$ cat config.mk
export PLATFORM = sky130hd
export DESIGN_NAME = fifo_pair_thr
export DESIGN_NICKNAME = d
export VERILOG_FILES = /design/src/rtl/fifo_pair_pkg.sv /design/src/rtl/byte_fifo.sv /design/src/rtl/level_flags.sv /design/src/rtl/fifo_pair_thr.sv
export SDC_FILE = /design/constraint.sdc
export NUM_CORES = 1
export LEC_CHECK = 0
export ABC_AREA = 0
export CELL_PAD_IN_SITES_DETAIL_PLACEMENT = 1
export CELL_PAD_IN_SITES_GLOBAL_PLACEMENT = 1
export CORE_MARGIN = 4
export CORE_UTILIZATION = 53
export DETAILED_ROUTE_END_ITERATION = 7
export GPL_TIMING_DRIVEN = 1
export PLACE_DENSITY_LB_ADDON = 0.1
export SLEW_MARGIN = 10
export SYNTH_ARGS = -nofsm -noshare
export SYNTH_HDL_FRONTEND = slang
export SYNTH_SLANG_ARGS = --single-unit
$ cat constraint.sdc
create_clock -name clk -period 17.2 [get_ports clk]
set_input_delay 3.44 -clock clk [delete_from_list [all_inputs] [get_ports clk]]
set_output_delay 3.44 -clock clk [all_outputs]
set_load 0.05 [all_outputs]
$ cat src/rtl/fifo_pair_pkg.sv
package fifo_pair_pkg;
    localparam int THR_W       = 6;
    localparam int LVL_FIELD_W = 7;

    // configuration word bit positions (software-visible contract)
    localparam int CFG_RX_DMA   = 15;
    localparam int CFG_RX_FLUSH = 14;
    localparam int CFG_RX_THR   = 8;
    localparam int CFG_TX_DMA   = 7;
    localparam int CFG_TX_FLUSH = 6;
    localparam int CFG_TX_THR   = 0;

    typedef struct packed {
        logic             rx_dma;
        logic [THR_W-1:0] rx_thr_m1;
        logic             tx_dma;
        logic [THR_W-1:0] tx_thr_m1;
    } cfg_t;
endpackage

$ cat src/rtl/byte_fifo.sv
module byte_fifo #(
    parameter  int DEPTH = 16,
    parameter  int DW    = 8,
    localparam int AW    = $clog2(DEPTH),
    localparam int LW    = AW + 1
) (
    input  logic          clk,
    input  logic          rst_n,
    input  logic          flush,
    input  logic          push,
    input  logic [DW-1:0] wdata,
    input  logic          pop,
    output logic [DW-1:0] rdata,
    output logic [LW-1:0] level,
    output logic          full,
    output logic          empty,
    output logic          push_lost,
    output logic          pop_lost
);
    typedef struct packed {
        logic [AW-1:0] wp;
        logic [AW-1:0] rp;
        logic [LW-1:0] cnt;
    } ptr_t;

    ptr_t          st_q, st_d;
    logic [DW-1:0] mem_q [DEPTH];
    logic          push_ok, pop_ok;

    assign full      = (st_q.cnt == LW'(DEPTH));
    assign empty     = (st_q.cnt == '0);
    assign push_ok   = push && !full && !flush;
    assign pop_ok    = pop && !empty && !flush;
    assign push_lost = push && full;
    assign pop_lost  = pop && empty;
    assign level     = st_q.cnt;
    assign rdata     = empty ? '0 : mem_q[st_q.rp];

    always_comb begin
        st_d = st_q;
        if (flush) begin
            st_d = '0;
        end else begin
            if (push_ok) st_d.wp = st_q.wp + AW'(1);
            if (pop_ok)  st_d.rp = st_q.rp + AW'(1);
            case ({push_ok, pop_ok})
                2'b10:   st_d.cnt = st_q.cnt + LW'(1);
                2'b01:   st_d.cnt = st_q.cnt - LW'(1);
                default: st_d.cnt = st_q.cnt;
            endcase
        end
    end

    always_ff @(posedge clk or negedge rst_n) begin
        if (!rst_n) st_q <= '0;
        else        st_q <= st_d;
    end

    always_ff @(posedge clk) begin
        if (push_ok) mem_q[st_q.wp] <= wdata;
    end

    AST_LEVEL_BOUND: assert property (@(posedge clk) disable iff (!rst_n)
        st_q.cnt <= LW'(DEPTH));
    AST_FLUSH_EMPTIES: assert property (@(posedge clk) disable iff (!rst_n)
        flush |=> empty);
    AST_FULL_DROP_HOLDS: assert property (@(posedge clk) disable iff (!rst_n)
        (push && full && !pop && !flush) |=> full);
    AST_EMPTY_POP_HOLDS: assert property (@(posedge clk) disable iff (!rst_n)
        (pop && empty && !push && !flush) |=> empty);
endmodule

$ cat src/rtl/level_flags.sv
module level_flags #(
    parameter  int DEPTH = 16,
    parameter  bit IS_TX = 1'b0,
    parameter  int CW    = 16,
    parameter  int THR_W = 6,
    localparam int LW    = $clog2(DEPTH) + 1,
    localparam int XW    = ((CW > LW) ? CW : LW) + 1
) (
    input  logic [LW-1:0]    level,
    input  logic [THR_W-1:0] thr_m1,
    input  logic [CW-1:0]    left,
    output logic             ready,
    output logic             drain
);
    logic [XW-1:0] lvl, thr_raw, thr;

    assign lvl     = XW'(level);
    assign thr_raw = XW'(thr_m1) + XW'(1);
    assign thr     = (thr_raw > XW'(DEPTH)) ? XW'(DEPTH) : thr_raw;

    generate
        if (IS_TX) begin : g_tx
            logic [XW-1:0] free, need;
            assign free  = XW'(DEPTH) - lvl;
            assign need  = (XW'(left) > lvl) ? (XW'(left) - lvl) : '0;
            assign ready = (free >= thr) && (need >= thr);
            assign drain = !ready && (need != '0) && (need < thr) && (free >= need);
        end else begin : g_rx
            assign ready = (lvl >= thr);
            assign drain = !ready && (lvl != '0) && (left == '0);
        end
    endgenerate
endmodule

$ cat src/rtl/fifo_pair_thr.sv
module fifo_pair_thr
    import fifo_pair_pkg::*;
#(
    parameter  int SIZE_CODE = 1,
    parameter  int CW        = 16,
    localparam int DEPTH     = 8 << SIZE_CODE,
    localparam int LW        = $clog2(DEPTH) + 1
) (
    input  logic          clk,
    input  logic          rst_n,
    input  logic          cfg_wr,
    input  logic [15:0]   cfg_wdata,
    output logic [15:0]   cfg_rdata,
    output logic [15:0]   stat_rdata,
    input  logic          cpu_wr,
    input  logic [7:0]    cpu_wdata,
    input  logic          cpu_rd,
    output logic [7:0]    cpu_rdata,
    input  logic          eng_rx_push,
    input  logic [7:0]    eng_rx_data,
    input  logic          eng_tx_pop,
    output logic [7:0]    eng_tx_data,
    input  logic [CW-1:0] xfer_left,
    output logic          rx_ready,
    output logic          rx_drain,
    output logic          tx_ready,
    output logic          tx_drain,
    output logic          rx_dma_req,
    output logic          tx_dma_req,
    output logic          rx_overrun,
    output logic          tx_underflow
);
    localparam logic [1:0] SZ = 2'(SIZE_CODE);

    typedef struct packed {
        cfg_t cfg;
        logic ovr;
        logic udf;
    } top_t;

    top_t          st_q, st_d;
    logic          rx_flush, tx_flush;
    logic [LW-1:0] rx_level, tx_level;
    logic          rx_full, rx_empty, tx_full, tx_empty;
    logic          rx_push_lost, rx_pop_lost, tx_push_lost, tx_pop_lost;
    logic          unused_lost;

    assign rx_flush    = cfg_wr && cfg_wdata[CFG_RX_FLUSH];
    assign tx_flush    = cfg_wr && cfg_wdata[CFG_TX_FLUSH];
    assign unused_lost = rx_pop_lost ^ tx_push_lost ^ rx_empty;

    byte_fifo #(.DEPTH(DEPTH), .DW(8)) u_rxq (
        .clk(clk), .rst_n(rst_n), .flush(rx_flush),
        .push(eng_rx_push), .wdata(eng_rx_data),
        .pop(cpu_rd), .rdata(cpu_rdata),
        .level(rx_level), .full(rx_full), .empty(rx_empty),
        .push_lost(rx_push_lost), .pop_lost(rx_pop_lost)
    );

    byte_fifo #(.DEPTH(DEPTH), .DW(8)) u_txq (
        .clk(clk), .rst_n(rst_n), .flush(tx_flush),
        .push(cpu_wr), .wdata(cpu_wdata),
        .pop(eng_tx_pop), .rdata(eng_tx_data),
        .level(tx_level), .full(tx_full), .empty(tx_empty),
        .push_lost(tx_push_lost), .pop_lost(tx_pop_lost)
    );

    level_flags #(.DEPTH(DEPTH), .IS_TX(1'b0), .CW(CW), .THR_W(THR_W)) u_rxf (
        .level(rx_level), .thr_m1(st_q.cfg.rx_thr_m1), .left(xfer_left),
        .ready(rx_ready), .drain(rx_drain)
    );

    level_flags #(.DEPTH(DEPTH), .IS_TX(1'b1), .CW(CW), .THR_W(THR_W)) u_txf (
        .level(tx_level), .thr_m1(st_q.cfg.tx_thr_m1), .left(xfer_left),
        .ready(tx_ready), .drain(tx_drain)
    );

    always_comb begin
        st_d     = st_q;
        st_d.ovr = rx_push_lost;
        st_d.udf = tx_pop_lost;
        if (cfg_wr) begin
            st_d.cfg.rx_dma    = cfg_wdata[CFG_RX_DMA];
            st_d.cfg.rx_thr_m1 = cfg_wdata[CFG_RX_THR +: THR_W];
            st_d.cfg.tx_dma    = cfg_wdata[CFG_TX_DMA];
            st_d.cfg.tx_thr_m1 = cfg_wdata[CFG_TX_THR +: THR_W];
        end
    end

    always_ff @(posedge clk or negedge rst_n) begin
        if (!rst_n) st_q <= '0;
        else        st_q <= st_d;
    end

    assign cfg_rdata    = {st_q.cfg.rx_dma, 1'b0, st_q.cfg.rx_thr_m1,
                           st_q.cfg.tx_dma, 1'b0, st_q.cfg.tx_thr_m1};
    assign stat_rdata   = {SZ, LVL_FIELD_W'(rx_level), LVL_FIELD_W'(tx_level)};
    assign rx_dma_req   = rx_ready && st_q.cfg.rx_dma;
    assign tx_dma_req   = tx_ready && st_q.cfg.tx_dma;
    assign rx_overrun   = st_q.ovr;
    assign tx_underflow = st_q.udf;

    AST_OVR_PULSE: assert property (@(posedge clk) disable iff (!rst_n)
        (eng_rx_push && rx_full) |=> rx_overrun);
    AST_UDF_PULSE: assert property (@(posedge clk) disable iff (!rst_n)
        (eng_tx_pop && tx_empty) |=> tx_underflow);
    AST_RX_DMA_GATED: assert property (@(posedge clk) disable iff (!rst_n)
        rx_dma_req |-> rx_ready);
    AST_TX_DMA_GATED: assert property (@(posedge clk) disable iff (!rst_n)
        tx_dma_req |-> tx_ready);
    AST_RX_READY_LEVEL: assert property (@(posedge clk) disable iff (!rst_n)
        rx_ready |-> (stat_rdata[13:7] != '0));
    AST_TX_READY_ROOM: assert property (@(posedge clk) disable iff (!rst_n)
        tx_ready |-> !tx_full);
    AST_TX_DRAIN_ROOM: assert property (@(posedge clk) disable iff (!rst_n)
        tx_drain |-> !tx_full);
    AST_RX_FLUSH_STAT: assert property (@(posedge clk) disable iff (!rst_n)
        rx_flush |=> (stat_rdata[13:7] == '0));
endmodule

==> impl_metrics.py <==
metrics = {
    "cts": {
        "cts_sinks": 298,
        "clkTransAtPathRegs_ps": 50,
        "cts_resized": 0,
        "cts_tree": "yes",
        "cts_inserted_buffers": 30,
        "cts-root-buf": "clkbuf_16",
        "post-cts-setup-buffers": 0,
        "htree_num_levels": 1,
        "cts.path.max_buffers": 3,
        "clk_latency_ps": 560,
        "holdBufCountCts": 0,
    },
    "global_route": {
        "grt_pass1_vias": 8721,
        "grt_start_max_net_pins": 43,
        "grt_overflow": 0,
        "gr-usage-all-layers": 0.229,
        "antenna_found_initial": 0,
        "grt_pass1_wl_mm": 51.0,
    },
    "timing": {
        "fin_hold_ws_ps": 528,
        "setup_violations": 0,
        "finalWorstSetupSlack_ps": 5450,
        "skew_ps": 20.7,
        "worst_pin_slew_ps": 995,
        "fmax_mhz": 85.1,
        "slew_viol_final": 0,
        "period_needed_ps": 11750,
        "relSlewSlack": 0.336,
        "fin_crit_sh": 0.683,
        "fin_tns_setup_ps": 0,
        "hold_viol": 0,
        "rsz0062_at_grt": "no",
    },
    "power_and_ir_drop": {
        "power_mw": 2.56,
        "clockPowerShare": 0.231,
        "power_frac_comb": 0.411,
        "p_leak_nw": 5.67,
        "p_int_mw": 1.59,
        "ir_drop_mv": 0.122,
        "power.switching_mw": 0.968,
        "seq_power_share": 0.358,
        "switching_share": 0.378,
        "power.density_cell_area_nw_per_um2": 160,
    },
    "status": {
        "status": "finished clean",
    },
    "synthesis": {
        "synthTopCellsByArea": "edfxtp_1 55%, mux4_2 9.1%, dfrtp_1 7.6%",
        "yosysMostFrequentCell": "edfxtp_1",
        "seq_area_frac_synth": 0.630,
        "synth.distinct_cells": 53,
        "postSynthAreaPerCell_um2": 14.9,
        "ys_ff_latch": 298,
        "synth_top_area_frac": 0.554,
        "synth_edf_count": 256,
        "ys_warn_count": 0,
        "synth_top_area_cell": "edfxtp_1",
        "ys_async_sr_fraction": 0.141,
        "synth_common_cells": "256 x edfxtp_1, 89 x nor2_1, 61 x ha_1, 56 x mux4_2, 53 x nand2_1",
        "ys.flop_type": "edfxtp_1",
        "synthCells": 931,
        "synthesis.area_um2": 13900,
    },
    "floorplanning": {
        "core_area_um2": 25500,
        "die_x_um": 170,
        "fp.dieH_um": 170,
        "io_pins": 111,
        "rows": 58,
        "start_util": 0.545,
        "design.die.area_um2": 28800,
    },
    "critical_path": {
        "crit_type": "input port to output pin",
        "path_cells": "clkdlybuf4s50_1 > or4_4 > or3_4 > or3_4 > or3_4 > nand2_1 > inv_1 > ha_1 > a211oi_1 > o21ai_0 > nor3_1 > a21oi_1 > nor4_1 > o311ai_0 > nor4_1 > clkdlybuf4s50_1",
        "crit_slowest_cell": "clkdlybuf4s50_1",
        "crit_arrival_ps": 8310,
        "max_stage_delay_ps": 870,
        "startpoint_type": "input port",
        "end_kind": "output pin",
        "worst_ep_required_time_ps": 13760,
        "crit_top_cell": "or3_4",
        "cp_max_fo": 12,
    },
    "hold_path": {
        "hp-class": "register to register",
    },
    "drt": {
        "num_vias": 8266,
        "drtIter0Drc": 708,
        "route.detailed.drc": 0,
        "postRouteWirelength_mm": 32.5,
        "antenna_left": 0,
        "drtPass1Iterations": 5,
        "wl_per_cell_um": 23.6,
        "drt-vias-per-instance": 6.00,
    },
    "final_layout": {
        "nFillCells": 2366,
        "areaGrowthSynthToFinish_pct": 15.4,
        "final_nets": 1148,
        "antenna_cells": 0,
        "post_route_cells_drive_above_1_share": 0.121,
    },
    "placed_design": {
        "dp_slack_ps": 5400,
        "globalplace.congestion": 0.853,
        "dp_hpwl_mm": 22.9,
        "numPortBuffers": 102,
    },
    "run": {
        "max-cap-violations": 0,
    },
}
-- cell type report --
cell class	count	area, um^2	area share
inverter	28	105	0.00656
clock buffer	38	781	0.0488
timing repair buffer	110	1080	0.0672
clock inverter	12	95.1	0.00594
multi-input combinational	561	4800	0.300
tap	330	413	0.0258
sequential	298	8740	0.546
-- layer usage --
metal | wire (um) | track usage | up-vias
met5 | 0 | 0 | -
met4 | 703 | 0.0536 | 0
met3 | 2130 | 0.0362 | 46
met2 | 15700 | 0.378 | 277
met1 | 14000 | 0.325 | 4206
li1 | - | - | 3737
-- worst paths after layout --
check | start | to | slack, ps | depth (start not counted)
setup / recovery | xfer_left[10] | tx_drain | 5450 | 16
max in group asynchronous | rst_n | u_txq.st_q[5] | 13790 | 2
min in group asynchronous | rst_n | cfg_rdata[9] | 2960 | 2
hold / removal | cfg_rdata[7] | cfg_rdata[7] | 530 | 1
setup reg to reg | u_txq.level[0] | u_txq.level[4] | 13400 | 13
hold reg to reg | cfg_rdata[7] | cfg_rdata[7] | 530 | 1
-- registers in the layout, indices dropped and copies added, names as in the netlist --
register / flops
u_rxq.level: 5
u_rxq.st_q: 8
u_txq.level: 5
u_rxq.mem_q: 128
u_txq.mem_q: 128
tx_underflow: 1
cfg_rdata: 14
rx_overrun: 1
u_txq.st_q: 8
-- stage by stage --
step,area (um^2),util,cells
final,16000,0.629,1377
after global routing,16000,0.629,1377
after CTS,16000,0.629,1377
after detailed placement,15100,0.594,1327
after global placement,15100,0.594,1327
after floorplan,13900,-,940
-- power by group through the flow --
stage          logic [mW]  registers, mW  clock network [mW]
2_1_floorplan       0.762          0.905                   0
3_3_place_gp         1.03          0.926                   0
3_5_place_dp         1.06          0.933                   0
4_1_cts              1.06          0.919               0.604
5_1_grt              1.14          0.927               0.639
6_report             1.05          0.918               0.592
-- layout by cell type, fill, tap and decap left out, types with 4 or more instances in the layout --
cell             count
a31oi_1              5
nand2_1             53
clkdlybuf4s50_1    101
buf_4                8
a21o_1              13
o21ai_0             23
clkinv_1             7
clkbuf_16           30
nor2_1              89
inv_1               27
conb_1              11
xnor2_1             20
clkbuf_1             8
mux2_2              14
nand2b_1            10
mux2i_1             35
nor3_1              14
xor2_1              15
a21oi_1             19
ha_1                61
mux4_2              56
o221ai_1            16
nand4_1              8
nor4_1               7
nor2b_1             14
a211oi_1            15
or2_2                6
a2111oi_0            4
nand3_1             16
and2_1               5
dfrtp_1             40
edfxtp_1           256
-- worst max-delay path, delay by kind of cell --
kind / cells / cell delay (ps)
compound gates: 4 / 570
simple gates: 8 / 2600
fa+ha+maj: 1 / 290
buf+inv: 3 / 1400
-- cell families (layout without fill, tap and decap cells) --
family          Yosys count  count (layout)  share of synthesized area
mux                     105             105                      0.127
compound gates          110             110                     0.0540
xor+xnor                 35              35                     0.0221
buf+inv                  81             188                     0.0270
flops                   298             298                      0.630
simple gates            236             236                     0.0801
fa+ha+maj                64              64                     0.0593
other cells               2              11                   0.000541
(Power assumes the default switching activity.)
